### config.mk
export PLATFORM = sky130hd
export DESIGN_NAME = pgxlat_top
export DESIGN_NICKNAME = d
export VERILOG_FILES = /design/src/rtl/pgxlat_pkg.sv /design/src/rtl/pgxlat_tlb.sv /design/src/rtl/pgxlat_regs.sv /design/src/rtl/pgxlat_walker.sv /design/src/rtl/pgxlat_top.sv
export SDC_FILE = /design/constraint.sdc
export NUM_CORES = 1
export LEC_CHECK = 0
export BUFFER_PORTS_ARGS = -buffer_cell sky130_fd_sc_hd__buf_2
export CAP_MARGIN = 20
export CORE_AREA = 8 8 243 221
export DETAILED_ROUTE_END_ITERATION = 16
export DIE_AREA = 0 0 251 229
export SLEW_MARGIN = 20
export SYNTH_ARGS = -nofsm -noshare
export SYNTH_HDL_FRONTEND = slang
export SYNTH_SLANG_ARGS = --single-unit
export TNS_END_PERCENT = 50
### constraint.sdc
create_clock -name clk -period 3.7 [get_ports clk]
set_input_delay 0.74 -clock clk [delete_from_list [all_inputs] [get_ports clk]]
set_output_delay 0.74 -clock clk [all_outputs]
set_load 0.05 [all_outputs]
### src/rtl/pgxlat_pkg.sv
package pgxlat_pkg;
    typedef enum logic [1:0] {
        WS_IDLE  = 2'd0,
        WS_ISSUE = 2'd1,
        WS_WAIT  = 2'd2,
        WS_FAULT = 2'd3
    } walk_state_e;
endpackage

### src/rtl/pgxlat_tlb.sv
module pgxlat_tlb #(
    parameter int VPN_W = 20,
    parameter int PFN_W = 20,
    parameter int DEPTH = 8
) (
    input  logic             clk,
    input  logic             rst_n,
    input  logic             flush,
    input  logic [VPN_W-1:0] look_vpn,
    output logic             hit,
    output logic [PFN_W-1:0] hit_pfn,
    input  logic             fill_en,
    input  logic [VPN_W-1:0] fill_vpn,
    input  logic [PFN_W-1:0] fill_pfn
);
    localparam int IDX_W = $clog2(DEPTH);
    localparam logic [IDX_W-1:0] LAST_IDX = IDX_W'(DEPTH - 1);

    logic [DEPTH-1:0] vld_q;
    logic [DEPTH-1:0] match;
    logic [VPN_W-1:0] vpn_q [DEPTH];
    logic [PFN_W-1:0] pfn_q [DEPTH];
    logic [IDX_W-1:0] ptr_q;

    for (genvar g = 0; g < DEPTH; g++) begin : g_cmp
        assign match[g] = vld_q[g] && (vpn_q[g] == look_vpn);
    end

    assign hit = |match;

    always_comb begin
        hit_pfn = '0;
        for (int i = 0; i < DEPTH; i++) begin
            if (match[i]) hit_pfn = hit_pfn | pfn_q[i];
        end
    end

    always_ff @(posedge clk) begin
        if (!rst_n || flush) begin
            vld_q <= '0;
            ptr_q <= '0;
        end else if (fill_en) begin
            vld_q[ptr_q] <= 1'b1;
            ptr_q        <= (ptr_q == LAST_IDX) ? '0 : ptr_q + 1'b1;
        end
    end

    for (genvar g = 0; g < DEPTH; g++) begin : g_ent
        always_ff @(posedge clk) begin
            if (fill_en && !flush && (ptr_q == IDX_W'(g))) begin
                vpn_q[g] <= fill_vpn;
                pfn_q[g] <= fill_pfn;
            end
        end
    end
endmodule

### src/rtl/pgxlat_regs.sv
module pgxlat_regs #(
    parameter int ADDR_W = 32
) (
    input  logic              clk,
    input  logic              rst_n,
    input  logic              base_wr,
    input  logic [ADDR_W-1:0] base_wdata,
    input  logic              fault_en,
    input  logic [ADDR_W-1:0] fault_lin,
    output logic [ADDR_W-1:0] base_q,
    output logic [ADDR_W-1:0] fault_q
);
    always_ff @(posedge clk) begin
        if (!rst_n) begin
            base_q  <= '0;
            fault_q <= '0;
        end else begin
            if (base_wr)  base_q  <= base_wdata;
            if (fault_en) fault_q <= fault_lin;
        end
    end
endmodule

### src/rtl/pgxlat_walker.sv
module pgxlat_walker
    import pgxlat_pkg::*;
#(
    parameter int ADDR_W    = 32,
    parameter int PAGE_BITS = 12
) (
    input  logic                        clk,
    input  logic                        rst_n,
    input  logic                        pg_enable,
    input  logic                        req_valid,
    input  logic [ADDR_W-1:0]           req_lin,
    input  logic                        tlb_hit,
    input  logic [ADDR_W-PAGE_BITS-1:0] tlb_pfn,
    input  logic [ADDR_W-1:0]           base_q,
    input  logic                        base_wr,
    input  logic                        mem_rd_valid,
    input  logic                        pte_present,
    input  logic [ADDR_W-PAGE_BITS-1:0] pte_pfn,
    output logic                        req_ready,
    output logic [ADDR_W-1:0]           rsp_phys,
    output logic                        rsp_fault,
    output logic                        mem_rd_req,
    output logic [ADDR_W-1:0]           mem_rd_addr,
    output logic                        fill_en,
    output logic                        fault_en
);
    localparam int VPN_W   = ADDR_W - PAGE_BITS;
    localparam int PAD_W   = ADDR_W - VPN_W - 2;

    walk_state_e state_q, state_d;
    logic        cancel_q;
    logic        drop;
    logic [VPN_W-1:0] vpn;

    assign vpn  = req_lin[ADDR_W-1:PAGE_BITS];
    assign drop = cancel_q || base_wr;

    // state register
    always_ff @(posedge clk) begin
        if (!rst_n) state_q <= WS_IDLE;
        else        state_q <= state_d;
    end

    // walk cancellation on base rewrite
    always_ff @(posedge clk) begin
        if (!rst_n || state_q == WS_IDLE)                       cancel_q <= 1'b0;
        else if (base_wr && (state_q inside {WS_ISSUE, WS_WAIT})) cancel_q <= 1'b1;
    end

    // next state
    always_comb begin
        state_d = state_q;
        unique case (state_q)
            WS_IDLE:  if (req_valid && pg_enable && !tlb_hit) state_d = WS_ISSUE;
            WS_ISSUE: state_d = WS_WAIT;
            WS_WAIT:  if (mem_rd_valid) begin
                          if (drop || pte_present) state_d = WS_IDLE;
                          else                     state_d = WS_FAULT;
                      end
            WS_FAULT: state_d = WS_IDLE;
            default:  state_d = WS_IDLE;
        endcase
    end

    // outputs
    always_comb begin
        req_ready   = 1'b0;
        rsp_fault   = 1'b0;
        rsp_phys    = '0;
        mem_rd_req  = 1'b0;
        fill_en     = 1'b0;
        fault_en    = 1'b0;
        mem_rd_addr = base_q + {{PAD_W{1'b0}}, vpn, 2'b00};
        unique case (state_q)
            WS_IDLE: begin
                if (!pg_enable) begin
                    req_ready = req_valid;
                    rsp_phys  = req_lin;
                end else begin
                    req_ready = req_valid && tlb_hit;
                    rsp_phys  = {tlb_pfn, req_lin[PAGE_BITS-1:0]};
                end
            end
            WS_ISSUE: mem_rd_req = 1'b1;
            WS_WAIT: begin
                fill_en  = mem_rd_valid && !drop && pte_present;
                fault_en = mem_rd_valid && !drop && !pte_present;
            end
            WS_FAULT: begin
                req_ready = 1'b1;
                rsp_fault = 1'b1;
            end
            default: ;
        endcase
    end
endmodule

### src/rtl/pgxlat_top.sv
module pgxlat_top #(
    parameter int ADDR_W    = 32,
    parameter int PAGE_BITS = 12,
    parameter int TLB_DEPTH = 8
) (
    input  logic              clk,
    input  logic              rst_n,
    input  logic              pg_enable,
    input  logic              base_wr,
    input  logic [ADDR_W-1:0] base_wdata,
    input  logic              req_valid,
    input  logic [ADDR_W-1:0] req_lin,
    output logic              req_ready,
    output logic [ADDR_W-1:0] rsp_phys,
    output logic              rsp_fault,
    output logic [ADDR_W-1:0] fault_addr,
    output logic              mem_rd_req,
    output logic [ADDR_W-1:0] mem_rd_addr,
    input  logic              mem_rd_valid,
    input  logic [ADDR_W-1:0] mem_rd_data
);
    localparam int VPN_W = ADDR_W - PAGE_BITS;

    logic              tlb_hit;
    logic [VPN_W-1:0]  tlb_pfn;
    logic              fill_en;
    logic              fault_en;
    logic [ADDR_W-1:0] base_q;
    logic              unused_pte_bits;

    assign unused_pte_bits = ^mem_rd_data[PAGE_BITS-1:1];

    pgxlat_regs #(.ADDR_W(ADDR_W)) u_regs (
        .clk        (clk),
        .rst_n      (rst_n),
        .base_wr    (base_wr),
        .base_wdata (base_wdata),
        .fault_en   (fault_en),
        .fault_lin  (req_lin),
        .base_q     (base_q),
        .fault_q    (fault_addr)
    );

    pgxlat_tlb #(.VPN_W(VPN_W), .PFN_W(VPN_W), .DEPTH(TLB_DEPTH)) u_tlb (
        .clk      (clk),
        .rst_n    (rst_n),
        .flush    (base_wr),
        .look_vpn (req_lin[ADDR_W-1:PAGE_BITS]),
        .hit      (tlb_hit),
        .hit_pfn  (tlb_pfn),
        .fill_en  (fill_en),
        .fill_vpn (req_lin[ADDR_W-1:PAGE_BITS]),
        .fill_pfn (mem_rd_data[ADDR_W-1:PAGE_BITS])
    );

    pgxlat_walker #(.ADDR_W(ADDR_W), .PAGE_BITS(PAGE_BITS)) u_walk (
        .clk          (clk),
        .rst_n        (rst_n),
        .pg_enable    (pg_enable),
        .req_valid    (req_valid),
        .req_lin      (req_lin),
        .tlb_hit      (tlb_hit),
        .tlb_pfn      (tlb_pfn),
        .base_q       (base_q),
        .base_wr      (base_wr),
        .mem_rd_valid (mem_rd_valid),
        .pte_present  (mem_rd_data[0]),
        .pte_pfn      (mem_rd_data[ADDR_W-1:PAGE_BITS]),
        .req_ready    (req_ready),
        .rsp_phys     (rsp_phys),
        .rsp_fault    (rsp_fault),
        .mem_rd_req   (mem_rd_req),
        .mem_rd_addr  (mem_rd_addr),
        .fill_en      (fill_en),
        .fault_en     (fault_en)
    );
endmodule

# After elaboration in Yosys (flattened, before gate mapping)
# Memory sizes are Yosys's and may differ from the RTL's.
# Cells that the tools add are included.
[word_totals]
ff_bits = 78
latchBits = 0
mem_bits_rw = 320
romBits = 0
input_bits = 102
out_inout_bits = 99
elab_cells = 174
mem_count = 2
[mem_list]
columns = ["name", "depth", "width", "rd", "rd_clocked_by_memory_dff", "wr", "line", "text"]
rows = [
  ["u_tlb.pfn_q", 8, 20, 8, 0, 1, "pgxlat_tlb.sv:22", "logic [PFN_W-1:0] pfn_q [DEPTH];"],
  ["u_tlb.vpn_q", 8, 20, 8, 0, 1, "pgxlat_tlb.sv:21", "logic [VPN_W-1:0] vpn_q [DEPTH];"],
]
[op_classes]
n_addsub = 2
mul = 0
n_div = 0
order_cmp = 2
n_eq_ne = 20
shift = 0
mux = 81
bitwise_logic = 8
reduce_logical = 53
[ops]
columns = ["operator", "n"]
rows = [
  ["20-bit two-way mux", 22],
  ["20-bit OR reduction", 14],
  ["20-bit equality test", 8],
  ["20-bit bitwise OR", 7],
  ["32-bit two-way mux", 2],
  ["3-bit two-way mux", 15],
  ["1-bit two-way mux", 36],
  ["32-bit by 22-bit adder with 32-bit output", 1],
  ["1-bit logical AND", 25],
  ["3-bit equality test, second input constant", 4],
  ["8-bit bitwise OR", 1],
  ["2-bit case mux with 4 select lines", 1],
  ["8-bit OR reduction", 1],
  ["3-bit by 2-bit equality test with 1-bit output, second input constant", 2],
  ["2-bit two-way mux", 3],
  ["1-bit logical NOT", 5],
  ["2-bit equality test, second input constant", 2],
  ["1-bit logical OR", 4],
  ["3-bit by 4-bit < comparator with 1-bit output, second input constant", 1],
  ["2-bit != test, second input constant", 2],
  ["3-bit by 1-bit adder with 3-bit output, second input constant", 1],
  ["1-bit demux with 3-bit select", 1],
  ["3-bit by 1-bit equality test with 1-bit output, second input constant", 1],
  ["3-bit by 1-bit greater-or-equal comparator with 1-bit output, second input constant", 1],
  ["6 further kinds", 6],
]

# Depth between registers and ports, before layout
# Gate-level depths: netlist of the first run.
[logic_depth]
word_depth = 19
depth_mapped = 11
mapped_depth_nobuf = 11

# Hierarchy
# A second synthesis of the first run with hierarchy kept.
[hier_totals]
hier_cells = 1394
area_unflattened_um2 = 18626.6
[by_module_without_submodules]
columns = ["mod", "n_inst", "cells_per_inst", "area_each_um2"]
rows = [
  ["pgxlat_tlb", 1, 936, 14233.7],
  ["pgxlat_regs", 1, 207, 2492.4],
  ["pgxlat_walker", 1, 251, 1900.6],
]

# Least setup slack after synthesis of the first run
# Ideal clock, no wire load.
[synth_path]
path_type = "input to output"
startpoint = "input port req_lin[13]"
endpoint = "output port mem_rd_addr[24]"
arrival_ns = 3.382
slack_ns = -0.422
stages = 11
cell_sequence = "buf_4 > inv_1 > fa_1 > nor2b_1 > o21a_1 > o21ai_1 > a211oi_2 > o21ai_2 > o31ai_4 > o221ai_1 > xnor2_1"
[synth_between]
elab_chain_cells = 1
[synth_rtl]
columns = ["element", "line", "text"]
rows = [
  ["start: declaration", "pgxlat_top.sv:12", "input logic [ADDR_W-1:0] req_lin,"],
  ["32-bit by 22-bit adder with 32-bit output", "pgxlat_walker.sv:73", "mem_rd_addr = base_q + {{PAD_W{1'b0}}, vpn, 2'b00};"],
  ["end: declaration", "pgxlat_top.sv:18", "output logic [ADDR_W-1:0] mem_rd_addr,"],
]
# Every way passes these cells.

# Worst setup path in the final report of the first run
[layout_path]
startpoint = "register u_regs.base_q[2]"
endpoint = "output port mem_rd_addr[28]"
[layout_between]
elab_chain_cells = 1
[layout_rtl]
columns = ["element", "line", "text"]
rows = [
  ["start: declaration", "pgxlat_regs.sv:10", "output logic [ADDR_W-1:0] base_q,"],
  ["start signal: assignment", "pgxlat_regs.sv:18", "if (base_wr) base_q <= base_wdata;"],
  ["32-bit by 22-bit adder with 32-bit output", "pgxlat_walker.sv:73", ""],
]
# Every way passes these cells.

==> out/qor.yml, run 1 <==
initial_core_util: 0.3444
clk_latency_ps: 590
cts_root_buf: "clkbuf_16"
max_freq_ghz: 0.2630
h-tree-depth: 2
r2r_start: "u_walk.state_q[0]$_SDFFE_PN0P_"
ir_drop_v: 0.0002763
cp_max_fo: 6
syn_to_final_growth_pct: 32.79
place_inst: 2114
io_buffers: 189
maxSlewViolCount: 0
placed_area_sq_um: 20140
synth_edf_count: 320
tightest_slew_ps: 719.0
drt_iter0_drc: 769
reg2reg_to: "u_tlb.vpn_q[1][32]$_DFFE_PP_"
hold_path.class: "input pin to flop"
synth_most_common_cell: "edfxtp_1"
whs_endpoint: "u_tlb.vpn_q[1][50]$_DFFE_PP_"
layoutNonFillerInstCount: 2228
wl_mm: 48.94
grt_pass1_vias: 11680
grt_max_degree: 45
num_rows: 78
drive_gt1_frac: 0.3377
finalPower_mw: 11.19
layout.area.seq_sq_um: 11170
setup_viol: 23
failed_checks: "negative setup slack"
syn_avg_cell_area_sq_um: 14.16
synthTopCellsByArea: "edfxtp_1 (56%), dfxtp_1 (9.1%), xor2_1 (5.2%), xnor2_1 (4.3%), nand2_1 (2.2%)"
fin_skew_ps: 13.53
fin_area_sq_um: 22760
coreArea_sq_um: 49770
grt_use_total: 0.1611
grt.overflow.total: 0
yosysSeqAreaShare: 0.6516
vias: 11340
clk_pin_slew_worst_paths_ps: 60
p_leak_nw: 8.337
path_class: "flop to primary output"
min_from: "req_lin[22]"
pre_cts_ws_ps: -387.6
antenna_found_initial: 1
setup_slack_ps: -102.1
r2r_cells: 7
vias_per_cell: 5.092
fill_cells: 4381
critPathTopFamily: "compound AO/OA/AOI/OAI gates"
dieWidth_microns: 251
utilization: 0.4574
first_pass_iters: 5
p_per_area_nw_per_um2: 491.6
fin_hold_ws_ps: 390.4
num_io_pins: 201
syn_inst: 1211
tritoncts: "yes"
rsz0062_at_grt: "yes"
dp_hpwl_mm: 30.78
cts_buffers: 45
relSlewSlack: 0.5207
critPathBufInv: 3
fin_crit_ps: 3802
grt_pass1_wl_mm: 71.39
critical_path_arrival_ps: 3060
hold_viol: 0
cts.sinks: 398
yosys-top-cells-count: "edfxtp_1 (320), nand2_1 (101), xor2_1 (101)"
holdPathStages: 1
min_period_over_period: 1.028
synth_seq_cells: 398
status: "complete, but fails checks"
netlist_area_sq_um: 17140
synth_top_area_share: 0.5605
dieHeight_microns: 229
gp_congestion: 0.7819
slowest_delay_ps: 340
synth_cell_type_count: 58
end_kind: "primary output"
yosys_warnings: 0
clock_path_buffers: 3
die-area_sq_um: 57480
final_nets: 1688
cp_slowest_cell: "dfxtp_2"
cap_violations: 0
synth_ff_type: "edfxtp_1"
critical_path_required_ps: 2960
start_kind: "flop"
routed_wire_length_per_instance_microns: 21.97
route.antenna.remaining_nets: 0
synth-async-reset-ratio: 0
rrSetupSlack_ps: 1210
drc: 0
multi_input_area_sq_um: 6008
synth.net_count: 1344
crit_chain: "ha_4 -> inv_2 -> fa_2 -> nor2b_1 -> o21a_1 -> o21ai_2 -> a211oi_2 -> o21ai_2 -> o31ai_4 -> buf_6 -> o221ai_4 -> xnor2_2 -> buf_6"
setup_tns_ps: -1021
yosys.area.top_type: "edfxtp_1"
-- worst reg2reg max path, delay by kind of cell (launching register included) --
| family | cells | cell delay, ps |
|---|---|---|
| adders and majority gates | 1 | 190 |
| and+or+nand+nor | 2 | 940 |
| DFF | 1 | 340 |
| buffers and inverters | 4 | 720 |
-- where the power goes --
part,total (mW),internal [mW],switching (mW)
Combinational,1.90,0.647,1.25
Sequential,4.90,4.87,0.0299
Clock,4.40,2.53,1.86
Total,11.2,8.05,3.14
-- cell type report --
type | instances | share of cell area
Antenna cell | 1 | 0.0001099
Sequential cell | 398 | 0.4908
Tap cell | 640 | 0.03518
Timing Repair Buffer | 366 | 0.1439
Clock inverter | 25 | 0.01237
Inverter | 17 | 0.002803
Clock buffer | 54 | 0.05095
Multi-Input combinational cell | 727 | 0.2639
-- metal layers --
layer	up-vias	wire length, microns	GRT usage
met5	-	0	0
met4	0	1043	0.04472
met3	63	3492	0.03532
met2	367	23590	0.2683
met1	5696	20820	0.2098
li1	5218	-	-
-- state kept, by name, summed over array words and instances, names as in the netlist --
| register | count |
|---|---|
| u_regs.base_q | 32 |
| u_tlb.vpn_q | 160 |
| u_tlb.vld_q | 8 |
| u_regs.fault_q | 32 |
| u_tlb.ptr_q | 3 |
| u_walk.state_q | 2 |
| u_tlb.pfn_q | 160 |
| u_walk.cancel_q | 1 |
-- worst max path at each step --
stage / from / end / slack [ps] / cells after the start
4_1_cts: u_regs.base_q[2]$_SDFFE_PN0P_ / mem_rd_addr[24] / -120 / 13
3_3_place_gp: req_lin[12] / mem_rd_addr[26] / -370 / 13
5_1_grt: u_regs.base_q[2]$_SDFFE_PN0P_ / mem_rd_addr[30] / -270 / 13
6_report: u_regs.base_q[2]$_SDFFE_PN0P_ / mem_rd_addr[28] / -100 / 13
3_5_place_dp: req_lin[12] / mem_rd_addr[26] / -390 / 13
2_1_floorplan: req_lin[12] / mem_rd_addr[24] / -120 / 11
-- what timing repair did --
item	in CTS	in global routing
endpoints found under the setup margin	38	41
buffers inserted	13	10
pin swaps	40	59
gates resized for setup	91	85
cloned	4	9
hold buffers	0	0
-- cell families (layout without fill, tap and decap cells) --
| family | count (synthesis) | after routing | share of synthesized area |
|---|---|---|---|
| DFF | 398 | 398 | 0.6516 |
| xor gates and xnor gates | 185 | 185 | 0.09452 |
| and+or+nand+nor | 274 | 274 | 0.08342 |
| adders and majority gates | 31 | 31 | 0.02306 |
| buffers and inverters | 86 | 462 | 0.02715 |
| other | 0 | 1 | 0 |
| AOI/OAI and AO/OA | 202 | 202 | 0.09977 |
| muxes | 35 | 35 | 0.02044 |
-- placed cells by master, fill, tap and decap left out, drive strengths merged, types with 2 or more instances in the layout --
cell | synthesis | final
o21a | 2 | 2
a222oi | 20 | 20
nor4 | 28 | 28
o21bai | 2 | 2
a221oi | 20 | 20
clkinvlp | 0 | 2
nand2b | 7 | 7
edfxtp | 320 | 320
o221ai | 4 | 4
nor3 | 14 | 14
ha | 30 | 30
dfxtp | 78 | 78
a21oi | 27 | 27
o22ai | 2 | 2
a211oi | 3 | 3
nor2 | 25 | 25
nand2 | 101 | 101
clkbuf | 22 | 66
nand4 | 21 | 21
and2 | 18 | 18
a41oi | 20 | 20
buf | 47 | 354
nand3 | 12 | 12
xnor2 | 84 | 84
and3 | 10 | 10
bufinv | 0 | 4
nor2b | 34 | 34
o21ai | 31 | 31
mux2i | 35 | 35
a31oi | 5 | 5
a21boi | 32 | 32
inv | 17 | 19
clkinv | 0 | 17
a21o | 6 | 6
xor2 | 101 | 101
a22o | 20 | 20
No activity file was read; power rests on OpenSTA's default activity.
==> inputs of run 2 (changes only) <==
--- a/config.mk
+++ b/config.mk
@@ -7,9 +7,11 @@
 export LEC_CHECK = 0
 export BUFFER_PORTS_ARGS = -buffer_cell sky130_fd_sc_hd__buf_2
 export CAP_MARGIN = 20
-export CORE_AREA = 8 8 243 221
+export CORE_AREA = 8 8 192 176
 export DETAILED_ROUTE_END_ITERATION = 16
-export DIE_AREA = 0 0 251 229
+export DIE_AREA = 0 0 200 184
+export HOLD_SLACK_MARGIN = 0.05
+export PLACE_DENSITY = 0.78
 export SLEW_MARGIN = 20
 export SYNTH_ARGS = -nofsm -noshare
 export SYNTH_HDL_FRONTEND = slang
==> constraint.sdc (replaced) <==
create_clock -name clk -period 4.12 [get_ports clk]
set_input_delay 0.824 -clock clk [delete_from_list [all_inputs] [get_ports clk]]
set_output_delay 0.824 -clock clk [all_outputs]
set_load 0.05 [all_outputs]
==> run 2 against run 1 <==
The run now ends clean. Critical path depth down 2. Clock skew shrank 2.9 ps. Global-route usage up 6.2 points. Final area decreased by 10%. Critical endpoint is now rsp_phys[30].
==> out/qor.yml, run 2 (synthesis gave the netlist of run 1 again) <==
first_pass_iters: 7  # was 5
fin_skew_ps: 10.65  # was 13.53 ps
tritoncts: "yes"  # unchanged
status: "complete, no violations"  # was complete, but fails checks
final_nets: 1586  # was 1688
reg.largest.list: "u_tlb.pfn_q: 160 flops, u_tlb.vpn_q: 160 flops"  # unchanged
wl_mm: 41.78  # was 48.94 mm
p_per_area_nw_per_um2: 462.9  # was 491.6 nW/um^2
cts_root_buf: "clkbuf_16"  # unchanged
num_io_pins: 201  # unchanged
critical_path_required_ps: 3300  # was 2960 ps
internal_power_mw: 6.896  # was 8.049 mW
vias: 10940  # was 11340
p_leak_nw: 7.368  # was 8.337 nW
cts.sinks: 398  # unchanged
critical_path_arrival_ps: 3240  # was 3060 ps
fin_area_sq_um: 20450  # was 22760 sq um
gp_congestion: 0.8500  # was 0.7819
dieHeight_microns: 184  # was 229 microns
setup_viol: 0  # was 23
hold_viol: 0  # unchanged
layoutNonFillerInstCount: 1895  # was 2228
drt_iter0_drc: 1037  # was 769
route.antenna.remaining_nets: 0  # unchanged
initial_core_util: 0.5629  # was 0.3444
relSlewSlack: 0.3817  # was 0.5207
die-area_sq_um: 36800  # was 57480 sq um
antenna_found_initial: 1  # unchanged
routed_wire_length_per_instance_microns: 22.05  # was 21.97 microns
cap_violations: 0  # unchanged
layout_common_cells: "edfxtp_1 (320), buf_2 (177), xor2_1 (101)"  # was edfxtp_1 (320), buf_2 (140), buf_4 (125)
num_rows: 61  # was 78
dieWidth_microns: 200  # was 251 microns
seq_power_share: 0.464  # was 0.438
ir_drop_v: 0.0003073  # was 0.0002763 V
syn_to_final_growth_pct: 19.27  # was 32.79%
clk_pin_slew_worst_paths_ps: 60  # about the same
tightest_slew_ps: 927.5  # was 719.0 ps
switchingPower_mw: 2.570  # was 3.142 mW
p_comb_frac: 0.157  # was 0.170
dp_hpwl_mm: 26.93  # was 30.78 mm
p_clk_frac: 0.378  # was 0.393
final_common_cell: "edfxtp_1"  # unchanged
cts_buffers: 40  # was 45
hold_path.class: "flop to flop"  # was input pin to flop
drc: 0  # unchanged
r2r_start: "u_walk.state_q[0]$_SDFFE_PN0P_"  # unchanged
placed_area_sq_um: 19040  # was 20140 sq um
rsz0062_at_grt: "no"  # was yes
max_freq_ghz: 0.2459
clk_latency_ps: 540  # was 590 ps
grt_max_degree: 42  # was 45
switching_share: 0.2715  # was 0.2808
grt_use_total: 0.2228  # was 0.1611
grt_pass1_wl_mm: 63.43  # was 71.39 mm
drive_gt1_frac: 0.2606  # was 0.3377
place_inst: 1814  # was 2114
maxSlewViolCount: 0  # unchanged
h-tree-depth: 2  # unchanged
utilization: 0.6714  # was 0.4574
io_buffers: 189  # unchanged
r2r_cells: 8  # was 7
setup_tns_ps: 0  # was -1021 ps
holdPathStages: 2  # was 1
end_kind: "primary output"  # unchanged
cp_max_fo: 21  # was 6
fin_crit_ps: 4066
path_class: "input pin to primary output"  # was flop to primary output
grt.overflow.total: 0  # unchanged
startpoint: "req_lin[15]"  # was u_regs.base_q[2]$_SDFFE_PN0P_
start_kind: "input pin"  # was flop
coreArea_sq_um: 30450  # was 49770 sq um
vias_per_cell: 5.774  # was 5.092
grt_pass1_vias: 11100  # was 11680
min_from: "u_regs.fault_q[17]$_SDFFE_PN0P_"  # was req_lin[22]
min_period_over_period: 0.9869
clock_path_buffers: 3  # unchanged
[run 2: per-stage QoR]
| step | hold slack [ps] | setup slack (ps) | total power [mW] |
|---|---|---|---|
| after floorplan | 436.4 | -170.0 | 5.498 |
| after global placement | 440.5 | -46.26 | 5.932 |
| after detailed placement | 444.2 | -128.4 | 5.956 |
| after CTS | 452.8 | 6.852 | 9.513 |
| after global routing | 473.5 | 0.2187 | 9.751 |
| final | 450.4 | 53.91 | 9.465 |
[run 2: worst max-delay path: stages]
cell,delay (ps)
buf_2,150
buf_4,200
xor2_1,170
nor4_1,370
nand4_1,230
nor3_2,310
buf_12,220
a22o_1,160
a221oi_1,60
a41oi_2,240
clkbuf_4,280
[run 2: final timing paths]
kind / end / slack [ps]
max reg2reg: u_regs.fault_q[0]$_SDFFE_PN0P_ / 1540
min: u_regs.fault_q[17]$_SDFFE_PN0P_ / 450
max: rsp_phys[30] / 50
min reg2reg: u_regs.fault_q[17]$_SDFFE_PN0P_ / 450
[run 2: cell type report]
type                    instances  area, sq um
fillers                      2059        10010
inverters                      17        63.81
flip-flops and latches        398        11170
multi-input cells             727         5597
clock inverters                26        239.0
diodes                          1        2.502
well taps                     409        511.7
repair buffers                269         1809
clock buffers                  48         1052
[run 2: power by group through the flow]
stage	sequential, mW	combinational [mW]	clock, mW
5_1_grt	4.40	1.57	3.78
6_report	4.40	1.49	3.58
3_5_place_dp	4.48	1.47	0
4_1_cts	4.40	1.50	3.62
3_3_place_gp	4.48	1.45	0
2_1_floorplan	4.49	1.01	0
[run 2: timing repair]
| item | 4_1_cts | 5_1_grt |
|---|---|---|
| cloned | 0 | 0 |
| gates resized for setup | 13 | 7 |
| endpoints found under the setup margin | 6 | 16 |
| buffers inserted | 4 | 2 |
| hold buffers | 0 | 0 |
| pin swaps | 6 | 7 |
[run 2: metal layers]
metal | GRT usage | wire (microns) | up-vias
li1 | - | - | 5016
met1 | 0.2982 | 16920 | 5343
met2 | 0.3650 | 20150 | 494
met3 | 0.03917 | 3599 | 88
met4 | 0.07206 | 1108 | 0
met5 | 0 | 0 | -
